<file path="config.mk">
export PLATFORM = sky130hd
export DESIGN_NAME = rst_clk_sequencer
export DESIGN_NICKNAME = d
export VERILOG_FILES = /design/src/rtl/rst_clk_seq_pkg.sv /design/src/rtl/rrs_span_timer.sv /design/src/rtl/rrs_event_latch.sv /design/src/rtl/rst_clk_sequencer.sv
export SDC_FILE = /design/constraint.sdc
export NUM_CORES = 1
export LEC_CHECK = 0
export BUFFER_PORTS_ARGS = -buffer_cell sky130_fd_sc_hd__buf_4
export CORE_MARGIN = 1.5
export CORE_UTILIZATION = 30
export CTS_CLUSTER_DIAMETER = 200
export DETAILED_ROUTE_END_ITERATION = 8
export PLACE_DENSITY = 0.5
export SLEW_MARGIN = 20
export SYNTH_ARGS = -nofsm -noshare
export SYNTH_HDL_FRONTEND = slang
export SYNTH_SLANG_ARGS = --single-unit
export TNS_END_PERCENT = 10
</file>
<file path="constraint.sdc">
create_clock -name clk -period 3.8 [get_ports clk]
set_clock_uncertainty 0.05 [all_clocks]
set_input_delay 0.19 -clock clk [delete_from_list [all_inputs] [get_ports clk]]
set_output_delay 0.19 -clock clk [all_outputs]
set_load 0.1 [all_outputs]
</file>
<file path="src/rtl/rst_clk_seq_pkg.sv">
package rst_clk_seq_pkg;

    typedef enum logic [2:0] {
        RK_POWER    = 3'd0,
        RK_BROWN    = 3'd1,
        RK_PIN      = 3'd2,
        RK_WATCHDOG = 3'd3,
        RK_SOFT     = 3'd4
    } rrs_kind_e;

    typedef struct packed {
        logic [2:0] kind;
        logic [2:0] osc;
    } rrs_event_t;

    function automatic logic is_supply_kind(input logic [2:0] k);
        return (k == RK_POWER) || (k == RK_BROWN);
    endfunction

    function automatic logic [2:0] pick_osc(input logic sw_en, input logic [2:0] k,
                                            input logic [2:0] cfg, input logic [2:0] cur);
        if (!sw_en || is_supply_kind(k)) return cfg;
        return cur;
    endfunction

    function automatic int max_of4(input int a, input int b, input int c, input int d);
        int m;
        m = a;
        if (b > m) m = b;
        if (c > m) m = c;
        if (d > m) m = d;
        return m;
    endfunction

endpackage

</file>
<file path="src/rtl/rrs_span_timer.sv">
module rrs_span_timer #(
    parameter int CW = 8
) (
    input  logic          clk,
    input  logic          rst,
    input  logic          restart,
    input  logic          run,
    input  logic [CW-1:0] limit,
    output logic          done
);

    logic [CW-1:0] cnt;

    always_ff @(posedge clk) begin
        if (rst || restart) begin
            cnt  <= '0;
            done <= 1'b0;
        end else if (run && !done) begin
            if (cnt == limit - CW'(1)) done <= 1'b1;
            else                       cnt  <= cnt + CW'(1);
        end
    end

    // completion is sticky until restarted
    p_done_sticky_r7: assert property (@(posedge clk) disable iff (rst)
        (done && !restart) |=> done);

    // the running count never passes the terminal value
    p_cnt_bound_r5: assert property (@(posedge clk) disable iff (rst)
        (!done && !restart) |=> (cnt < limit));

endmodule

</file>
<file path="src/rtl/rrs_event_latch.sv">
module rrs_event_latch
    import rst_clk_seq_pkg::*;
(
    input  logic       clk,
    input  logic       rst,
    input  logic       req_valid,
    input  logic [2:0] req_kind,
    input  logic       clk_sw_en,
    input  logic [2:0] cfg_osc,
    input  logic [2:0] cur_osc,
    output rrs_event_t ev_q
);

    always_ff @(posedge clk) begin
        if (rst) begin
            ev_q.kind <= RK_POWER;
            ev_q.osc  <= cfg_osc;
        end else if (req_valid) begin
            ev_q.kind <= req_kind;
            ev_q.osc  <= pick_osc(clk_sw_en, req_kind, cfg_osc, cur_osc);
        end
    end

    // switching disabled always loads the configured code
    p_sel_cfg_r2: assert property (@(posedge clk) disable iff (rst)
        (req_valid && !clk_sw_en) |=> (ev_q.osc == $past(cfg_osc)));

    // non-supply kinds with switching keep the current code
    p_sel_cur_r4: assert property (@(posedge clk) disable iff (rst)
        (req_valid && clk_sw_en && (req_kind > 3'd1)) |=> (ev_q.osc == $past(cur_osc)));

endmodule

</file>
<file path="src/rtl/rst_clk_sequencer.sv">
module rst_clk_sequencer
    import rst_clk_seq_pkg::*;
#(
    parameter int POR_CYC   = 8,
    parameter int PWRT_CYC  = 16,
    parameter int SHORT_CYC = 4,
    parameter int OST_CYC   = 12,
    parameter int MON_CYC   = 6
) (
    input  logic       clk,
    input  logic       rst,
    input  logic       req_valid,
    input  logic [2:0] req_kind,
    input  logic       clk_sw_en,
    input  logic [2:0] cfg_osc,
    input  logic [2:0] cur_osc,
    input  logic       osc_ready,
    output logic       sys_rst,
    output logic [2:0] osc_sel,
    output logic       exec_en,
    output logic       mon_en
);

    localparam int LONG_CYC = POR_CYC + PWRT_CYC;
    localparam int MAX_CYC  = max_of4(LONG_CYC, SHORT_CYC, OST_CYC, MON_CYC);
    localparam int CW       = $clog2(MAX_CYC + 1);

    rrs_event_t    ev_q;
    logic [CW-1:0] rel_limit;
    logic          rel_done;
    logic          osc_done;
    logic          mon_done;
    logic          osc_restart;

    rrs_event_latch u_latch (
        .clk       (clk),
        .rst       (rst),
        .req_valid (req_valid),
        .req_kind  (req_kind),
        .clk_sw_en (clk_sw_en),
        .cfg_osc   (cfg_osc),
        .cur_osc   (cur_osc),
        .ev_q      (ev_q)
    );

    always_comb begin
        rel_limit = is_supply_kind(ev_q.kind) ? CW'(LONG_CYC) : CW'(SHORT_CYC);
    end

    rrs_span_timer #(.CW(CW)) u_rel (
        .clk     (clk),
        .rst     (rst),
        .restart (req_valid),
        .run     (1'b1),
        .limit   (rel_limit),
        .done    (rel_done)
    );

    assign osc_restart = req_valid || (!osc_ready && !osc_done);

    rrs_span_timer #(.CW(CW)) u_ost (
        .clk     (clk),
        .rst     (rst),
        .restart (osc_restart),
        .run     (osc_ready),
        .limit   (CW'(OST_CYC)),
        .done    (osc_done)
    );

    rrs_span_timer #(.CW(CW)) u_mon (
        .clk     (clk),
        .rst     (rst),
        .restart (req_valid),
        .run     (rel_done),
        .limit   (CW'(MON_CYC)),
        .done    (mon_done)
    );

    assign sys_rst = !rel_done;
    assign osc_sel = ev_q.osc;
    assign exec_en = rel_done && osc_done;
    assign mon_en  = mon_done;

    // monitor never runs while the system is held in reset
    p_mon_after_release_r9: assert property (@(posedge clk) disable iff (rst)
        mon_en |-> !sys_rst);

    // a request drops everything back into reset at its edge
    p_restart_all_r10: assert property (@(posedge clk) disable iff (rst)
        req_valid |=> (sys_rst && !exec_en && !mon_en));

    // selection is held between requests
    p_sel_hold_r11: assert property (@(posedge clk) disable iff (rst)
        !req_valid |=> $stable(osc_sel));

    // execution starts only once reset has been let go
    p_exec_released_r8: assert property (@(posedge clk) disable iff (rst)
        $rose(exec_en) |-> !sys_rst);

endmodule

</file>
==> flow_summary.json <==
{
  "synthArstFlopShare_pct": 0,
  "fin_ws_ns": 2.222,
  "rows": 21,
  "cp_slowest_cell": "or4_4",
  "syn_area_per_cell_um2": 9.640,
  "crit_chain": "inv_1 > ha_1 > and4bb_4 > or4_4 > a21oi_2",
  "clk_path_buf_depth": 2,
  "setup_viol": 0,
  "die_h_um": 63.79,
  "grt_util_all_layers_pct": 10.14,
  "postCtsHoldBufs": 0,
  "drive_above_1_share_pct": 22.73,
  "pwr-share-clk_pct": 31.1,
  "grt_pass1_vias": 781,
  "synth_xor_xnor_area_share_pct": 5.530,
  "cts_tree": "yes",
  "multi_input_area_um2": 573.1,
  "clock_latency_ns": 0.26,
  "relSlewSlack_pct": 62.86,
  "worstMarginPinSlew_ns": 0.5565,
  "utilization_pct": 38.28,
  "worstPathArrival_ns": 1.72,
  "seqPwrFrac_pct": 53.9,
  "drt_first_pass_iters": 4,
  "ant_nets": 0,
  "synth_edf_count": 3,
  "irDropWorstVdd_mv": 0.1349,
  "grt_overflow_total": 0,
  "synth_cell_type_count": 39,
  "synth_adder_area_share_pct": 4.515,
  "yosys-top-cells-area": "dfxtp_1 36%, edfxtp_1 8.1%, nor2_1 5.8%",
  "pwr_density_cell_nw_per_um2": 368.3,
  "cp-start-kind": "flip-flop",
  "post_cts_buffers": 0,
  "routedWlPerCell_um": 11.18,
  "min_period_over_period_pct": 41.53,
  "synth_most_common_cell": "dfxtp_1",
  "synth-compound-area-share_pct": 11.40,
  "dieWidth_um": 63.79,
  "yosys.area.top_type": "dfxtp_1",
  "numCtsBuffers": 3,
  "nets": 151,
  "cap_violations": 0,
  "core_um2": 3442,
  "gp_congestion": 0.7130,
  "dr.max_layer_used": "met3",
  "root_buffer": "clkbuf_8",
  "die-area_um2": 4069,
  "initial_core_util_pct": 32.21,
  "fin_area_um2": 1318,
  "wl_met3_um": 77,
  "antenna_found_initial": 0,
  "syn_nets": 133,
  "portBuffers": 18,
  "dp_cells": 174,
  "synth_top_family_by_area": "simple AND/OR/NAND/NOR gates",
  "finalHoldViolCount": 0,
  "leakagePower_nw": 0.4779,
  "synthFlopType": "dfxtp_1",
  "p_sw_w": 0.0001313,
  "drt-initial-drc-count": 13,
  "synth_cells": 115,
  "cpLargestDelayFamily": "simple AND/OR/NAND/NOR gates",
  "synth-simple-area-share_pct": 24.49,
  "seq_area_frac_synth_pct": 44.24,
  "yosysTopAreaCellShare_pct": 36.12,
  "area_growth_pct": 18.85,
  "dp_hpwl_um": 1458,
  "slowest_delay_ns": 0.51,
  "routed-wl-met2_um": 959,
  "vias": 864,
  "route.layer.met1.wl_um": 952,
  "drv_slew": 0,
  "path_buf_inv": 1,
  "worstPathMaxFanout": 4,
  "cts.repair.resized": 0,
  "antenna_cells": 0,
  "drc_errors": 0,
  "intPower_w": 0.0003540,
  "dpl_worst_slack_ns": 2.186,
  "placed_area_um2": 1271,
  "swShare_pct": 27.06,
  "clock_sinks": 23,
  "syn_area_um2": 1109,
  "grt_max_degree": 17,
  "ff_latch_area_um2": 490.5,
  "p_comb_share_pct": 15.1,
  "period_needed_ns": 1.578,
  "criticalPathCategory": "flip-flop to flip-flop",
  "h-tree-depth": 1,
  "routed_wirelength_um": 1990,
  "end_kind": "flip-flop",
  "nFillCells": 370,
  "yosys_register_bits": 23,
  "clock.fmax_mhz": 633.7,
  "clkTransAtPathRegs_ns": 0.08,
  "min-delay-path-class": "primary input to flip-flop",
  "grt_first_pass_wirelength_um": 3408,
  "pin_count": 20,
  "synth_commonest_cells": "20 x dfxtp_1, 17 x nor2_1, 5 x nand3_1, 5 x nor2b_1",
  "synth_warnings": 0,
  "instances_no_fill": 178,
  "outcome": "finished clean",
  "required_ns": 3.94,
  "via_per_inst": 4.854,
  "rsz0062_at_grt": "false",
  "tns_ns": 0,
  "synth.area.mux_share_pct": 5.756
}
final cells by class:
class	instances	area share [%]
tap	46	4.368
clock inverter	1	0.3799
clock buffer	3	3.134
inverter	4	1.140
timing repair buffer	18	10.26
multi-input combinational	83	43.49
sequential	23	37.23
metal layers:
| metal | GRT usage [%] | up-vias |
|---|---|---|
| li1 | - | 442 |
| met1 | 12.68 | 404 |
| met2 | 17.84 | 18 |
| met3 | 1.937 | 0 |
| met4 | 2.446 | 0 |
| met5 | 0 | - |
registers in the layout, indices dropped and copies added, names as in the netlist:
register      count
u_rel.done        1
u_rel.cnt         5
u_ost.cnt         5
u_mon.cnt         5
u_latch.ev_q      5
u_ost.done        1
u_mon.done        1
cell usage in the layout (no fill, tap or decap):
cell	n
dfxtp_1	20
buf_4	18
nor2_1	17
nor2b_1	5
nand3_1	5
inv_1	4
xnor2_1	4
a21oi_1	4
ha_1	4
o211ai_1	3
mux2_2	3
nand4_1	3
xor2_1	3
mux2i_1	3
o21ai_0	3
clkbuf_8	3
edfxtp_1	3
nand2b_1	2
nand2_1	2
nand4b_1	2
a311oi_1	2
a31oi_1	2
nor2_2	1
and2_1	1
and4bb_4	1
o21ai_1	1
and4bb_2	1
and3b_1	1
o21bai_1	1
o32a_1	1
or3_1	1
nor4b_1	1
nor3_1	1
nor4_1	1
or4_4	1
a21oi_2	1
nor3b_1	1
a211oi_1	1
clkinv_2	1
stage by stage:
| step | power [W] | hold WS [ns] |
|---|---|---|
| 5_1_grt | 0.0005116 | 0.05325 |
| 2_1_floorplan | 0.0003230 | 0.2124 |
| 4_1_cts | 0.0004932 | 0.06108 |
| 3_3_place_gp | 0.0003393 | 0.3370 |
| 3_5_place_dp | 0.0003407 | 0.3394 |
| 6_report | 0.0004853 | 0.06664 |
path summary, 6_finish.rpt:
check                    start              end  slack [ns]  cells after the start
setup / recovery  u_mon.cnt[1]     u_mon.cnt[3]        2.22                      5
hold / removal             rst  u_latch.ev_q[5]        0.07                      2
setup reg to reg  u_mon.cnt[1]     u_mon.cnt[3]        2.22                      5
hold reg to reg   u_mon.cnt[4]     u_mon.cnt[4]        0.45                      2
cells by family after synthesis:
kind of cell	count (synthesis)
adders and majority gates	4
xor gates and xnor gates	7
muxes	6
DFF	23
buffers and inverters	9
and+or+nand+nor	47
AOI/OAI and AO/OA	19
power by group through the flow:
stage,combinational (W),sequential [W],clock [W]
3_5_place_dp,0.0000735,0.000267,0
2_1_floorplan,0.0000575,0.000265,0
4_1_cts,0.0000738,0.000261,0.000158
3_3_place_gp,0.0000724,0.000267,0
5_1_grt,0.0000784,0.000263,0.000170
6_report,0.0000731,0.000261,0.000151
(Power assumes the default switching activity.)
